### src/rtl/dsch_pkg.sv
package dsch_pkg;
  typedef enum logic [1:0] {
    CMD_NOP = 2'd0,
    CMD_PRE = 2'd1,
    CMD_ACT = 2'd2,
    CMD_CAS = 2'd3
  } dcmd_e;

  typedef enum logic [2:0] {
    ST_IDLE, ST_PRE, ST_ACT, ST_CAS, ST_WAIT, ST_APRE
  } dstate_e;
endpackage

### src/rtl/dsch_buf.sv
// Compacting request buffer: entry 0 is always the oldest.
module dsch_buf #(
  parameter int DEPTH  = 4,
  parameter int ADDR_W = 32,
  parameter int TAG_W  = 8,
  parameter int WAIT_W = 8,
  localparam int IDX_W = $clog2(DEPTH)
) (
  input  logic                              clk,
  input  logic                              rst_n,
  input  logic                              in_valid,
  output logic                              in_ready,
  input  logic                              in_write,
  input  logic [ADDR_W-1:0]                 in_addr,
  input  logic [TAG_W-1:0]                  in_tag,
  input  logic                              pop,
  input  logic [IDX_W-1:0]                  pop_idx,
  output logic [DEPTH-1:0]                  ent_vld,
  output logic [DEPTH-1:0]                  ent_write,
  output logic [DEPTH-1:0][ADDR_W-1:0]      ent_addr,
  output logic [DEPTH-1:0][TAG_W-1:0]       ent_tag,
  output logic [DEPTH-1:0][WAIT_W-1:0]      ent_wait
);
  logic [DEPTH-1:0]             vld_q, vld_n, wr_q, wr_n;
  logic [DEPTH-1:0][ADDR_W-1:0] addr_q, addr_n;
  logic [DEPTH-1:0][TAG_W-1:0]  tag_q, tag_n;
  logic [DEPTH-1:0][WAIT_W-1:0] wt_q, wt_n, wt_inc;
  logic                         found;

  assign in_ready = ~vld_q[DEPTH-1];

  always_comb begin
    for (int i = 0; i < DEPTH; i++)
      wt_inc[i] = (vld_q[i] && (wt_q[i] != '1)) ? wt_q[i] + 1'b1 : wt_q[i];
    vld_n  = vld_q;
    wr_n   = wr_q;
    addr_n = addr_q;
    tag_n  = tag_q;
    wt_n   = wt_inc;
    found  = 1'b0;
    if (pop) begin
      for (int i = 0; i < DEPTH-1; i++) begin
        if (i >= int'(pop_idx)) begin
          vld_n[i]  = vld_q[i+1];
          wr_n[i]   = wr_q[i+1];
          addr_n[i] = addr_q[i+1];
          tag_n[i]  = tag_q[i+1];
          wt_n[i]   = wt_inc[i+1];
        end
      end
      vld_n[DEPTH-1] = 1'b0;
    end
    if (in_valid && in_ready) begin
      for (int i = 0; i < DEPTH; i++) begin
        if (!found && !vld_n[i]) begin
          found     = 1'b1;
          vld_n[i]  = 1'b1;
          wr_n[i]   = in_write;
          addr_n[i] = in_addr;
          tag_n[i]  = in_tag;
          wt_n[i]   = '0;
        end
      end
    end
  end

  always_ff @(posedge clk or negedge rst_n) begin
    if (!rst_n) vld_q <= '0;
    else        vld_q <= vld_n;
  end

  always_ff @(posedge clk) begin
    wr_q   <= wr_n;
    addr_q <= addr_n;
    tag_q  <= tag_n;
    wt_q   <= wt_n;
  end

  assign ent_vld   = vld_q;
  assign ent_write = wr_q;
  assign ent_addr  = addr_q;
  assign ent_tag   = tag_q;
  assign ent_wait  = wt_q;

  assert_pop_live_R5: assert property (@(posedge clk) disable iff (!rst_n)
    pop |-> vld_q[pop_idx]);

  assert_push_lands_R9: assert property (@(posedge clk) disable iff (!rst_n)
    (in_valid && in_ready && !pop) |=> ($countones(vld_q) == $past($countones(vld_q)) + 1));
endmodule

### src/rtl/dsch_pick.sv
// Chooses the next entry by {starved write, read, row hit}, oldest on ties.
module dsch_pick #(
  parameter int DEPTH  = 4,
  parameter int WAIT_W = 8,
  parameter int NBANK  = 8,
  parameter int ROW_W  = 18,
  localparam int BANK_W = $clog2(NBANK),
  localparam int IDX_W  = $clog2(DEPTH)
) (
  input  logic [DEPTH-1:0]              ent_vld,
  input  logic [DEPTH-1:0]              ent_write,
  input  logic [DEPTH-1:0][BANK_W-1:0]  ent_bank,
  input  logic [DEPTH-1:0][ROW_W-1:0]   ent_row,
  input  logic [DEPTH-1:0][WAIT_W-1:0]  ent_wait,
  input  logic [NBANK-1:0]              bank_open,
  input  logic [NBANK-1:0][ROW_W-1:0]   bank_row,
  input  logic [WAIT_W-1:0]             starve_lim,
  output logic                          sel_any,
  output logic [IDX_W-1:0]              sel_idx
);
  logic [2:0] score, best;
  logic       hit;

  always_comb begin
    sel_any = |ent_vld;
    sel_idx = '0;
    best    = '0;
    score   = '0;
    hit     = 1'b0;
    for (int i = DEPTH-1; i >= 0; i--) begin
      if (ent_vld[i]) begin
        hit   = bank_open[ent_bank[i]] && (bank_row[ent_bank[i]] == ent_row[i]);
        score = {ent_write[i] && (ent_wait[i] > starve_lim), ~ent_write[i], hit};
        if (score >= best) begin
          best    = score;
          sel_idx = IDX_W'(i);
        end
      end
    end
  end
endmodule

### src/rtl/dsch_bank.sv
// Per-bank open-row state and minimum-gap down-counters.
module dsch_bank #(
  parameter int ROW_W = 18,
  parameter int CNT_W = 6,
  parameter int T_RCD = 4,
  parameter int T_RAS = 14,
  parameter int T_PA  = 18
) (
  input  logic             clk,
  input  logic             rst_n,
  input  logic             do_pre,
  input  logic             do_act,
  input  logic             do_cas,
  input  logic [ROW_W-1:0] act_row,
  output logic             is_open,
  output logic [ROW_W-1:0] open_row,
  output logic             may_pre,
  output logic             may_act,
  output logic             may_cas
);
  logic             open_q, open_n;
  logic [ROW_W-1:0] row_q;
  logic [CNT_W-1:0] ras_q, ras_n, gap_q, gap_n;

  always_comb begin
    open_n = open_q;
    if (do_act) open_n = 1'b1;
    if (do_pre) open_n = 1'b0;
    if (do_act)           ras_n = CNT_W'(T_RAS-1);
    else if (ras_q != '0) ras_n = ras_q - 1'b1;
    else                  ras_n = ras_q;
    if (do_act)           gap_n = CNT_W'(T_RCD-1);
    else if (do_pre)      gap_n = CNT_W'(T_PA-1);
    else if (gap_q != '0) gap_n = gap_q - 1'b1;
    else                  gap_n = gap_q;
  end

  always_ff @(posedge clk or negedge rst_n) begin
    if (!rst_n) begin
      open_q <= 1'b0;
      ras_q  <= '0;
      gap_q  <= '0;
    end else begin
      open_q <= open_n;
      ras_q  <= ras_n;
      gap_q  <= gap_n;
    end
  end

  always_ff @(posedge clk) begin
    if (do_act) row_q <= act_row;
  end

  assign is_open  = open_q;
  assign open_row = row_q;
  assign may_pre  = open_q && (ras_q == '0);
  assign may_act  = !open_q && (gap_q == '0);
  assign may_cas  = open_q && (gap_q == '0);

  assert_act_shut_R3: assert property (@(posedge clk) disable iff (!rst_n)
    do_act |-> (!open_q && gap_q == '0));

  assert_cas_open_R2: assert property (@(posedge clk) disable iff (!rst_n)
    do_cas |-> (open_q && gap_q == '0));

  assert_pre_ras_R8: assert property (@(posedge clk) disable iff (!rst_n)
    do_pre |-> (open_q && ras_q == '0));

  assert_one_cmd_R8: assert property (@(posedge clk) disable iff (!rst_n)
    $countones({do_pre, do_act, do_cas}) <= 1);
endmodule

### src/rtl/dram_sched.sv
module dram_sched
  import dsch_pkg::*;
#(
  parameter int NBANK  = 8,
  parameter int DEPTH  = 4,
  parameter int TAG_W  = 8,
  parameter int WAIT_W = 8,
  parameter int COL_W  = 10,
  parameter int CH_W   = 1,
  parameter int T_CL   = 4,
  parameter int T_RCD  = 4,
  parameter int T_RAS  = 14,
  parameter int T_PA   = 18,
  localparam int ADDR_W = 32,
  localparam int BANK_W = $clog2(NBANK),
  localparam int ROW_W  = ADDR_W - CH_W - BANK_W - COL_W,
  localparam int IDX_W  = $clog2(DEPTH),
  localparam int CNT_W  = $clog2(T_PA + T_RAS + T_RCD + T_CL + 2)
) (
  input  logic              clk,
  input  logic              rst_n,
  input  logic              cfg_closed_page,
  input  logic [WAIT_W-1:0] cfg_starve_lim,
  input  logic              req_valid,
  output logic              req_ready,
  input  logic              req_write,
  input  logic [ADDR_W-1:0] req_addr,
  input  logic [TAG_W-1:0]  req_tag,
  output logic [1:0]        mem_cmd,
  output logic [BANK_W-1:0] mem_bank,
  output logic [ROW_W-1:0]  mem_row,
  output logic [COL_W-1:0]  mem_col,
  output logic [CH_W-1:0]   mem_chan,
  output logic              mem_write,
  output logic              done_valid,
  output logic [TAG_W-1:0]  done_tag,
  output logic              done_write
);
  logic [DEPTH-1:0]             ent_vld, ent_write;
  logic [DEPTH-1:0][ADDR_W-1:0] ent_addr;
  logic [DEPTH-1:0][TAG_W-1:0]  ent_tag;
  logic [DEPTH-1:0][WAIT_W-1:0] ent_wait;
  logic [DEPTH-1:0][BANK_W-1:0] ent_bank;
  logic [DEPTH-1:0][ROW_W-1:0]  ent_row;
  logic                         sel_any, pop, load;
  logic [IDX_W-1:0]             sel_idx;
  logic [BANK_W-1:0]            sel_bank;
  logic [ROW_W-1:0]             sel_row;

  logic [NBANK-1:0]             b_open, b_mpre, b_mact, b_mcas;
  logic [NBANK-1:0][ROW_W-1:0]  b_row;
  logic [NBANK-1:0]             pre_v, act_v, cas_v;

  dstate_e           st_q, st_n;
  dcmd_e             cmd;
  logic [CNT_W-1:0]  cl_q, cl_n, since_cas_q;
  logic [ADDR_W-1:0] cur_addr_q;
  logic [TAG_W-1:0]  cur_tag_q;
  logic              cur_wr_q;
  logic [BANK_W-1:0] cur_bank;
  logic [ROW_W-1:0]  cur_row;

  dsch_buf #(.DEPTH(DEPTH), .ADDR_W(ADDR_W), .TAG_W(TAG_W), .WAIT_W(WAIT_W)) u_buf (
    .clk(clk), .rst_n(rst_n), .in_valid(req_valid), .in_ready(req_ready),
    .in_write(req_write), .in_addr(req_addr), .in_tag(req_tag),
    .pop(pop), .pop_idx(sel_idx), .ent_vld(ent_vld), .ent_write(ent_write),
    .ent_addr(ent_addr), .ent_tag(ent_tag), .ent_wait(ent_wait)
  );

  always_comb begin
    for (int i = 0; i < DEPTH; i++) begin
      ent_bank[i] = ent_addr[i][COL_W +: BANK_W];
      ent_row[i]  = ent_addr[i][ADDR_W-1 -: ROW_W];
    end
  end

  dsch_pick #(.DEPTH(DEPTH), .WAIT_W(WAIT_W), .NBANK(NBANK), .ROW_W(ROW_W)) u_pick (
    .ent_vld(ent_vld), .ent_write(ent_write), .ent_bank(ent_bank), .ent_row(ent_row),
    .ent_wait(ent_wait), .bank_open(b_open), .bank_row(b_row),
    .starve_lim(cfg_starve_lim), .sel_any(sel_any), .sel_idx(sel_idx)
  );

  for (genvar b = 0; b < NBANK; b++) begin : g_bank
    dsch_bank #(.ROW_W(ROW_W), .CNT_W(CNT_W), .T_RCD(T_RCD), .T_RAS(T_RAS), .T_PA(T_PA)) u_bank (
      .clk(clk), .rst_n(rst_n), .do_pre(pre_v[b]), .do_act(act_v[b]), .do_cas(cas_v[b]),
      .act_row(cur_row), .is_open(b_open[b]), .open_row(b_row[b]),
      .may_pre(b_mpre[b]), .may_act(b_mact[b]), .may_cas(b_mcas[b])
    );
  end

  assign sel_bank = ent_bank[sel_idx];
  assign sel_row  = ent_row[sel_idx];
  assign cur_bank = cur_addr_q[COL_W +: BANK_W];
  assign cur_row  = cur_addr_q[ADDR_W-1 -: ROW_W];

  always_comb begin
    st_n = st_q;
    cl_n = cl_q;
    cmd  = CMD_NOP;
    pop  = 1'b0;
    load = 1'b0;
    case (st_q)
      ST_IDLE: if (sel_any) begin
        pop  = 1'b1;
        load = 1'b1;
        if (!b_open[sel_bank])              st_n = ST_ACT;
        else if (b_row[sel_bank] == sel_row) st_n = ST_CAS;
        else                                st_n = ST_PRE;
      end
      ST_PRE: if (b_mpre[cur_bank]) begin
        cmd  = CMD_PRE;
        st_n = ST_ACT;
      end
      ST_ACT: if (b_mact[cur_bank]) begin
        cmd  = CMD_ACT;
        st_n = ST_CAS;
      end
      ST_CAS: if (b_mcas[cur_bank]) begin
        cmd  = CMD_CAS;
        cl_n = CNT_W'(T_CL-1);
        st_n = ST_WAIT;
      end
      ST_WAIT: begin
        if (cl_q == '0) st_n = cfg_closed_page ? ST_APRE : ST_IDLE;
        else            cl_n = cl_q - 1'b1;
      end
      ST_APRE: if (b_mpre[cur_bank]) begin
        cmd  = CMD_PRE;
        st_n = ST_IDLE;
      end
      default: st_n = ST_IDLE;
    endcase
  end

  assign pre_v = (cmd == CMD_PRE) ? (NBANK'(1) << cur_bank) : '0;
  assign act_v = (cmd == CMD_ACT) ? (NBANK'(1) << cur_bank) : '0;
  assign cas_v = (cmd == CMD_CAS) ? (NBANK'(1) << cur_bank) : '0;

  always_ff @(posedge clk or negedge rst_n) begin
    if (!rst_n) begin
      st_q <= ST_IDLE;
      cl_q <= '0;
    end else begin
      st_q <= st_n;
      cl_q <= cl_n;
    end
  end

  always_ff @(posedge clk) begin
    if (load) begin
      cur_addr_q <= ent_addr[sel_idx];
      cur_tag_q  <= ent_tag[sel_idx];
      cur_wr_q   <= ent_write[sel_idx];
    end
  end

  assign mem_cmd    = cmd;
  assign mem_bank   = cur_bank;
  assign mem_row    = cur_row;
  assign mem_col    = cur_addr_q[COL_W-1:0];
  assign mem_chan   = cur_addr_q[COL_W+BANK_W +: CH_W];
  assign mem_write  = (cmd == CMD_CAS) && cur_wr_q;
  assign done_valid = (st_q == ST_WAIT) && (cl_q == '0);
  assign done_tag   = cur_tag_q;
  assign done_write = cur_wr_q;

  // Cycles since the last column command, kept for the latency check.
  always_ff @(posedge clk or negedge rst_n) begin
    if (!rst_n)                  since_cas_q <= '0;
    else if (cmd == CMD_CAS)     since_cas_q <= CNT_W'(1);
    else if (since_cas_q != '1)  since_cas_q <= since_cas_q + 1'b1;
  end

  assert_done_latency_R4: assert property (@(posedge clk) disable iff (!rst_n)
    done_valid |-> (since_cas_q == CNT_W'(T_CL)));

  assert_no_pick_busy_R4: assert property (@(posedge clk) disable iff (!rst_n)
    pop |-> (st_q == ST_IDLE));
endmodule

### config.mk
export PLATFORM = sky130hd
export DESIGN_NAME = dram_sched
export DESIGN_NICKNAME = d
export VERILOG_FILES = /design/src/rtl/dsch_pkg.sv /design/src/rtl/dsch_buf.sv /design/src/rtl/dsch_pick.sv /design/src/rtl/dsch_bank.sv /design/src/rtl/dram_sched.sv
export SDC_FILE = /design/constraint.sdc
export NUM_CORES = 1
export LEC_CHECK = 0
export BUFFER_PORTS_ARGS = -buffer_cell sky130_fd_sc_hd__buf_2
export CORE_MARGIN = 1.5
export CORE_UTILIZATION = 49
export DETAILED_ROUTE_END_ITERATION = 7
export MAX_ROUTING_LAYER = met4
export PLACE_DENSITY = 0.62
export SYNTH_ARGS = -nofsm -noshare
export SYNTH_HDL_FRONTEND = slang
export SYNTH_SLANG_ARGS = --single-unit
### constraint.sdc
create_clock -name clk -period 13.4 [get_ports clk]
set_input_delay 1.34 -clock clk [delete_from_list [all_inputs] [get_ports clk]]
set_output_delay 1.34 -clock clk [all_outputs]
set_load 0.01 [all_outputs]
==> results of run 1 <==
[critical path: cells and delay by family (launching register included)]
kind | cells | cell delay, ns
and+or+nand+nor | 9 | 2.63
adders and majority gates | 3 | 0.81
AOI/OAI and AO/OA | 8 | 3.09
DFF | 1 | 1.05
muxes | 6 | 1.71
xor gates and xnor gates | 2 | 0.30
buffers and inverters | 5 | 1.56
[flip-flops by register name (all words and copies together) (netlist names)]
signal	flops
u_buf.ent_vld	4
done_tag	8
g_bank.u_bank.gap_q	48
done_write	1
u_buf.ent_write	4
g_bank.u_bank.open_row	144
st_q	3
cl_q	6
g_bank.u_bank.is_open	8
cur_addr_q	32
u_buf.ent_addr	128
g_bank.u_bank.ras_q	48
u_buf.ent_wait	32
u_buf.ent_tag	32
[cells in the final DEF (no fill, tap or decap), drive strengths merged, types with 30 or more instances in the layout]
| cell type | instances |
|---|---|
| a211oi | 40 |
| a21oi | 73 |
| a31oi | 111 |
| buf | 139 |
| clkbuf | 64 |
| dfrtp | 117 |
| dfxtp | 155 |
| edfxtp | 226 |
| ha | 63 |
| inv | 98 |
| mux2i | 217 |
| mux4 | 154 |
| nand2 | 442 |
| nand2b | 30 |
| nand3 | 69 |
| nand4 | 40 |
| nor2 | 229 |
| nor3 | 43 |
| o21ai | 82 |
| xnor2 | 78 |
| xor2 | 75 |
[per-stage QoR]
step / hold slack, ns / cells / setup slack [ns] / util / cell area [sq um]
floorplan: 0.451 / 2756 / 4.34 / - / 28900
global placement: 0.461 / 3506 / 2.51 / 0.519 / 30100
detailed placement: 0.463 / 3506 / 2.26 / 0.519 / 30100
CTS: 0.476 / 3603 / 2.19 / 0.551 / 32000
global route: 0.488 / 3604 / 1.47 / 0.551 / 32000
finish: 0.473 / 3606 / 2.08 / 0.551 / 32000
[kinds of logic (layout without fill, tap and decap cells)]
group / after synthesis / in the layout / synth area share
AND/OR/NAND/NOR: 987 / 987 / 0.153
flip-flops: 498 / 498 / 0.444
AO/OA/AOI/OAI: 426 / 426 / 0.0965
multiplexers: 380 / 380 / 0.199
buffers and inverters: 249 / 331 / 0.0346
XOR/XNOR: 153 / 153 / 0.0464
adder cells (fa/ha/maj): 63 / 63 / 0.0273
other: 0 / 3 / 0
[how the worst min path moves through the flow]
stage,startpoint,end
6_report,u_buf.ent_addr[2],u_buf.ent_addr[2]
5_1_grt,u_buf.ent_addr[3],u_buf.ent_addr[3]
4_1_cts,u_buf.ent_addr[2],u_buf.ent_addr[2]
3_5_place_dp,u_buf.ent_addr[2],u_buf.ent_addr[2]
3_3_place_gp,u_buf.ent_addr[3],u_buf.ent_addr[3]
2_1_floorplan,u_buf.ent_addr[0],u_buf.ent_addr[0]
[cell type report]
cell class                 count  area (sq um)  area share
multi-input combinational   2009         15200       0.475
sequential                   498         12800       0.401
clock buffer                  64          1430      0.0447
tap                          765           957      0.0299
timing repair buffer         139           801      0.0250
clock inverter                33           419      0.0131
inverter                      95           357      0.0111
antenna                        3          7.51    0.000235
[routing by layer]
layer,global-route usage,wire [um],part of all wire,vias to the layer above
met5,-,0,0,-
met4,0.107,3210,0.037,0
met3,0.0559,8350,0.097,193
met2,0.433,37900,0.44,1073
met1,0.406,36800,0.43,11200
li1,-,-,-,10200
==> qor.txt, run 1 <==
DIE HEIGHT: 246 um
Slowest cell on the critical path: dfxtp_2
RePlAce Congestion: 1.02
RR Startpoint: u_buf.ent_addr[74]
DRT Wirelength: 86300 um
Highest clock rate: 0.0883 GHz
Core footprint: 0.0580 sq mm
Cell taking the most area after synthesis: edfxtp_1
Sink Count: 498
Global-route wire length before repair: 132000 um
Vias: 22.7k
EDFF count, synth: 226
Hold depth: 2
Post-synthesis sequential area ratio: 0.444
Final Hold Viols: 0
Most common flop cell mapped by yosys: edfxtp_1
CTS H-tree lvls: 2
Worst-path clk slew: 0.06 ns
Clk_skew: 0.0240 ns
Critical Path Most Common Cell: mux2i_1
Ys async rst share: 0.235
Run status: finished clean
P&R area growth vs syn: 10.7%
Setup CP Type: reg -> reg
Top cells by area, synth: edfxtp_1 23%, mux4_2 12%, dfxtp_1 11%
Count leader, synth: nand2_1
Largest net degree at the start of global routing: 91
Total grt overflow: 0
Post-CTS setup buffer count: 0
Fin crit period: 11.32 ns
Worst Path Arrival: 11.83 ns
CTS tree: built
Layout cells sized above 1: 0.149
Row Count: 88
Max incr delay on CP: 1.05 ns
Mapped Cells: 2756
Root buffer cell: clkbuf_16
Crit path max fanout: 32
Share of the synthesized area in the top cell type: 0.235
Crit. End Element: register
Net count reported at finish: 2912
Chip Width: 246 um
Drc violations: 0
Syn Area/Cell: 10.5 sq um
R2R cell count: 33
Port bufs: 98
Post-synth top cells: 442 x nand2_1, 229 x nor2_1, 226 x edfxtp_1
Post-route setup TNS: 0 ns
Vias in the first global route: 21.6k
CP required: 13.91 ns
Wire per inst: 23.9 um
Worst reg-to-reg setup slack: 2.08 ns
Final setup viols: 0
CTS Buf Count: 53
Fillers: 4906
Synth cell types: 64
Tcrit/Tclk final: 0.845
Worst Setup Start Kind: register
Yosys warning count: 0
Die area: 0.0604 sq mm
Routed Antenna Nets: 0
Post_cts resized: 0
Hold buffers post-CTS: 0
Initial antenna violation count: 1
Rel. slew slack: 0.109
Iter 0 DRT Violations: 2511
Mapped cell area: 0.0289 sq mm
Clk_lat worst skew: 0.62 ns
Max-cap viol count: 0
Drt first pass iters: 5
Reg-to-Reg End: st_q[1]
HP Class: reg -> reg
Fin. max-slew vios: 0
Post-synthesis register bit count: 498
Starting density of the core: 0.498
RSZ-0062 raised after global routing: no
Synth Net Count: 2872
Clock tree buffer depth: 3
Critical Path Start: u_buf.ent_addr[74]
Post-DP HPWL: 58100 um
Crit path to: st_q[1]
Global-route usage over all layers: 0.295
Actual slew at the worst max-slew pin: 1.33 ns
I/O pins: 99
Via-to-Cell Ratio: 6.30
Power of run 1 is not shown: default switching activity piles up to over one toggle a cycle in this logic, so the estimate is an artifact.
==> inputs of run 2 (changes only) <==
ABC_AREA = 1   (was default)
clock period = 11.6 ns   (was 13.4 ns; I/O delays follow)
==> qor.txt, run 2 <==
Run status: finished clean
Share of the synthesized area in the top cell type: 0.226 (-0.00902)
Synth cell types: 57 (-11%)
Routed Antenna Nets: 0 (unchanged)
Hold buffers post-CTS: 0 (unchanged)
I/O pins: 99 (unchanged)
Crit path max fanout: 90 (+180%)
Die area: 0.0628 sq mm (+3.9%)
Worst Setup Start Kind: register
Wire per inst: 20.5 um (-14%)
RSZ-0062 raised after global routing: no
Syn Area/Cell: 7.36 sq um (-30%)
RePlAce Congestion: 0.982 (-4.0%)
CP required: 12.06 ns (-1.85 ns)
Iter 0 DRT Violations: 3388 (+35%)
Post-Synth Simple-Gate Area: 0.221 (+0.0681)
Mapped Cells: 4082 (+48%)
Post-synthesis sequential area ratio: 0.426 (-0.0170)
Crit. End Element: register
Sink Count: 498 (unchanged)
Largest net degree at the start of global routing: 93 (+2.2%)
Actual slew at the worst max-slew pin: 1.13 ns (-0.209 ns)
Setup CP Type: reg -> reg
Clk_skew: 0.0211 ns (-0.00290 ns)
Global-route wire length before repair: 153000 um (+16%)
Hold depth: 1 (-1)
Largest family of logic cells by synthesized area: simple AND/OR/NAND/NOR gates
Critical Path Most Common Cell: nand2_1
CTS H-tree lvls: 2 (unchanged)
Max-cap viol count: 0 (unchanged)
HP Class: reg -> reg
Vias in the first global route: 25.5k (+18%)
Synth Net Count: 4198 (+46%)
Tcrit/Tclk final: 0.846 (+0.00101)
Drt first pass iters: 7 (+2)
Top cells by area, synth: edfxtp_1 23%, nand2_1 11%, dfxtp_1 10%
Worst-path clk slew: 0.06 ns (about the same)
Commonest cells after routing, fill and taps aside: 861 x nand2_1, 616 x o21ai_0, 478 x inv_1, 368 x a21oi_1, 360 x nand3_1
Ys async rst share: 0.235 (unchanged)
Starting density of the core: 0.497 (-0.00104)
CTS tree: built
Post-CTS setup buffer count: 0 (unchanged)
Compound-Gate Fraction of Synth Area: 0.207 (+0.110)
Largest register FFs: 144 (unchanged)
Core footprint: 0.0605 sq mm (+4.2%)
Highest clock rate: 0.102 GHz (+15%)
Final setup viols: 0 (unchanged)
Most common cell after layout, fill and taps aside: nand2_1
R2R cell count: 42 (+27%)
EDFF count, synth: 226 (unchanged)
Fin crit period: 9.81 ns (-1.51 ns)
DIE HEIGHT: 251 um (+2.0%)
Adder-cell area share of the yosys netlist: 0.0262 (-0.00105)
Row Count: 90 (+2.3%)
Post-synthesis register bit count: 498 (unchanged)
Fin. max-slew vios: 0 (unchanged)
DRT Wirelength: 100000 um (+16%)
Placed cell areas: 0.0309 sq mm (+2.7%)
Post-synth top cells: 862 x nand2_1, 616 x o21ai_0, 482 x inv_1
Max incr delay on CP: 0.86 ns (-0.19 ns)
Via-to-Cell Ratio: 5.81 (-7.7%)
Layout cells sized above 1: 0.0685 (-0.0802)
Slowest cell on the critical path: nand3_4
Post-route setup TNS: 0 ns (unchanged)
CTS Buf Count: 55 (+3.8%)
Vias: 28.4k (+25%)
Root buffer cell: clkbuf_16
Net count reported at finish: 4174 (+43%)
Most common flop cell mapped by yosys: edfxtp_1
Initial antenna violation count: 1 (unchanged)
Fillers: 5814 (+19%)
P&R area growth vs syn: 9.10%
Post-DP HPWL: 67000 um (+15%)
Cell taking the most area after synthesis: edfxtp_1
Final core utilization: 0.542 (-0.00905)
Worst Path Arrival: 10.27 ns (-1.56 ns)
Drc violations: 0 (unchanged)
Xor/xnor cell area share of the yosys netlist: 0.0233 (-0.0231)
Yosys warning count: 0 (unchanged)
Global-route usage over all layers: 0.323 (+0.0288)
Final Hold Viols: 0 (unchanged)
Rel. slew slack: 0.247 (+0.137)
Mapped cell area: 0.0301 sq mm (+4.0%)
Count leader, synth: nand2_1
Total grt overflow: 0 (unchanged)
Clock tree buffer depth: 3 (unchanged)
Final instance area: 0.0328 sq mm (+2.5%)
Port bufs: 98 (unchanged)
Chip Width: 251 um (+2.0%)
Post_cts resized: 0 (unchanged)
Clk_lat worst skew: 0.63 ns (about the same)
Mux cell area share after synthesis: 0 (-0.199)
## run 2: cell count changes after synthesis, sizes merged, moves of 60 or more
cell | before | now
o21ai | 82 | 623
a21oi | 73 | 369
xnor2 | 78 | 18
mux4 | 154 | 0
a31oi | 111 | 40
nand3 | 69 | 368
mux2i | 217 | 0
inv | 95 | 490
nand2 | 442 | 873
## run 2: logic make-up after synthesis
group                      after synthesis
AOI/OAI and AO/OA                     1164
xor gates and xnor gates                80
buffers and inverters                  724
and+or+nand+nor                       1553
adders and majority gates               63
DFF                                    498
## run 2: worst max-delay path, delay by kind of cell (launching register included)
family          cells  cell delay (ns)
simple gates       22             4.26
buf+inv             8             2.60
compound gates      9             1.45
fa+ha+maj           3             0.89
flops               1             0.31
## run 2: worst paths after layout
path / start / endpoint / slack [ns]
hold reg to reg: cl_q[3] / cl_q[3] / 0.50
max in group asynchronous: rst_n / g_bank[5].u_bank.ras_q[2] / 9.69
setup / recovery: u_buf.ent_addr[75] / u_buf.ent_addr[66] / 1.79
min in group asynchronous: rst_n / cl_q[5] / 0.59
setup reg to reg: u_buf.ent_addr[75] / u_buf.ent_addr[66] / 1.79
hold / removal: cl_q[3] / cl_q[3] / 0.50
## run 2: area by class of cell
class | count | area [sq um] | share of cell area
multi-input combinational | 2860 | 14400 | 0.439
inverter | 494 | 1850 | 0.0566
antenna | 1 | 2.50 | 0.0000763
tap | 782 | 978 | 0.0298
clock inverter | 30 | 318 | 0.00969
sequential | 498 | 12800 | 0.391
timing repair buffer | 149 | 876 | 0.0267
clock buffer | 74 | 1530 | 0.0466
## run 2: per-layer routing
metal / routed length (um) / share of wire / up-vias / track usage
li1: - / - / 13800 / -
met1: 42600 / 0.43 / 13100 / 0.441
met2: 43300 / 0.43 / 1342 / 0.477
met3: 8790 / 0.088 / 260 / 0.0402
met4: 5370 / 0.054 / 0 / 0.156
met5: 0 / 0 / - / -
## run 2: per-stage QoR
| step | setup WS, ns | instances | hold WS [ns] |
|---|---|---|---|
| detailed placement | 2.01 | 4783 | 0.482 |
| global placement | 2.20 | 4783 | 0.478 |
| finish | 1.79 | 4888 | 0.497 |
| floorplan | 3.89 | 4082 | 0.456 |
| global route | 0.976 | 4888 | 0.517 |
| CTS | 1.96 | 4887 | 0.497 |
Power of run 2 is left out for the same reason.
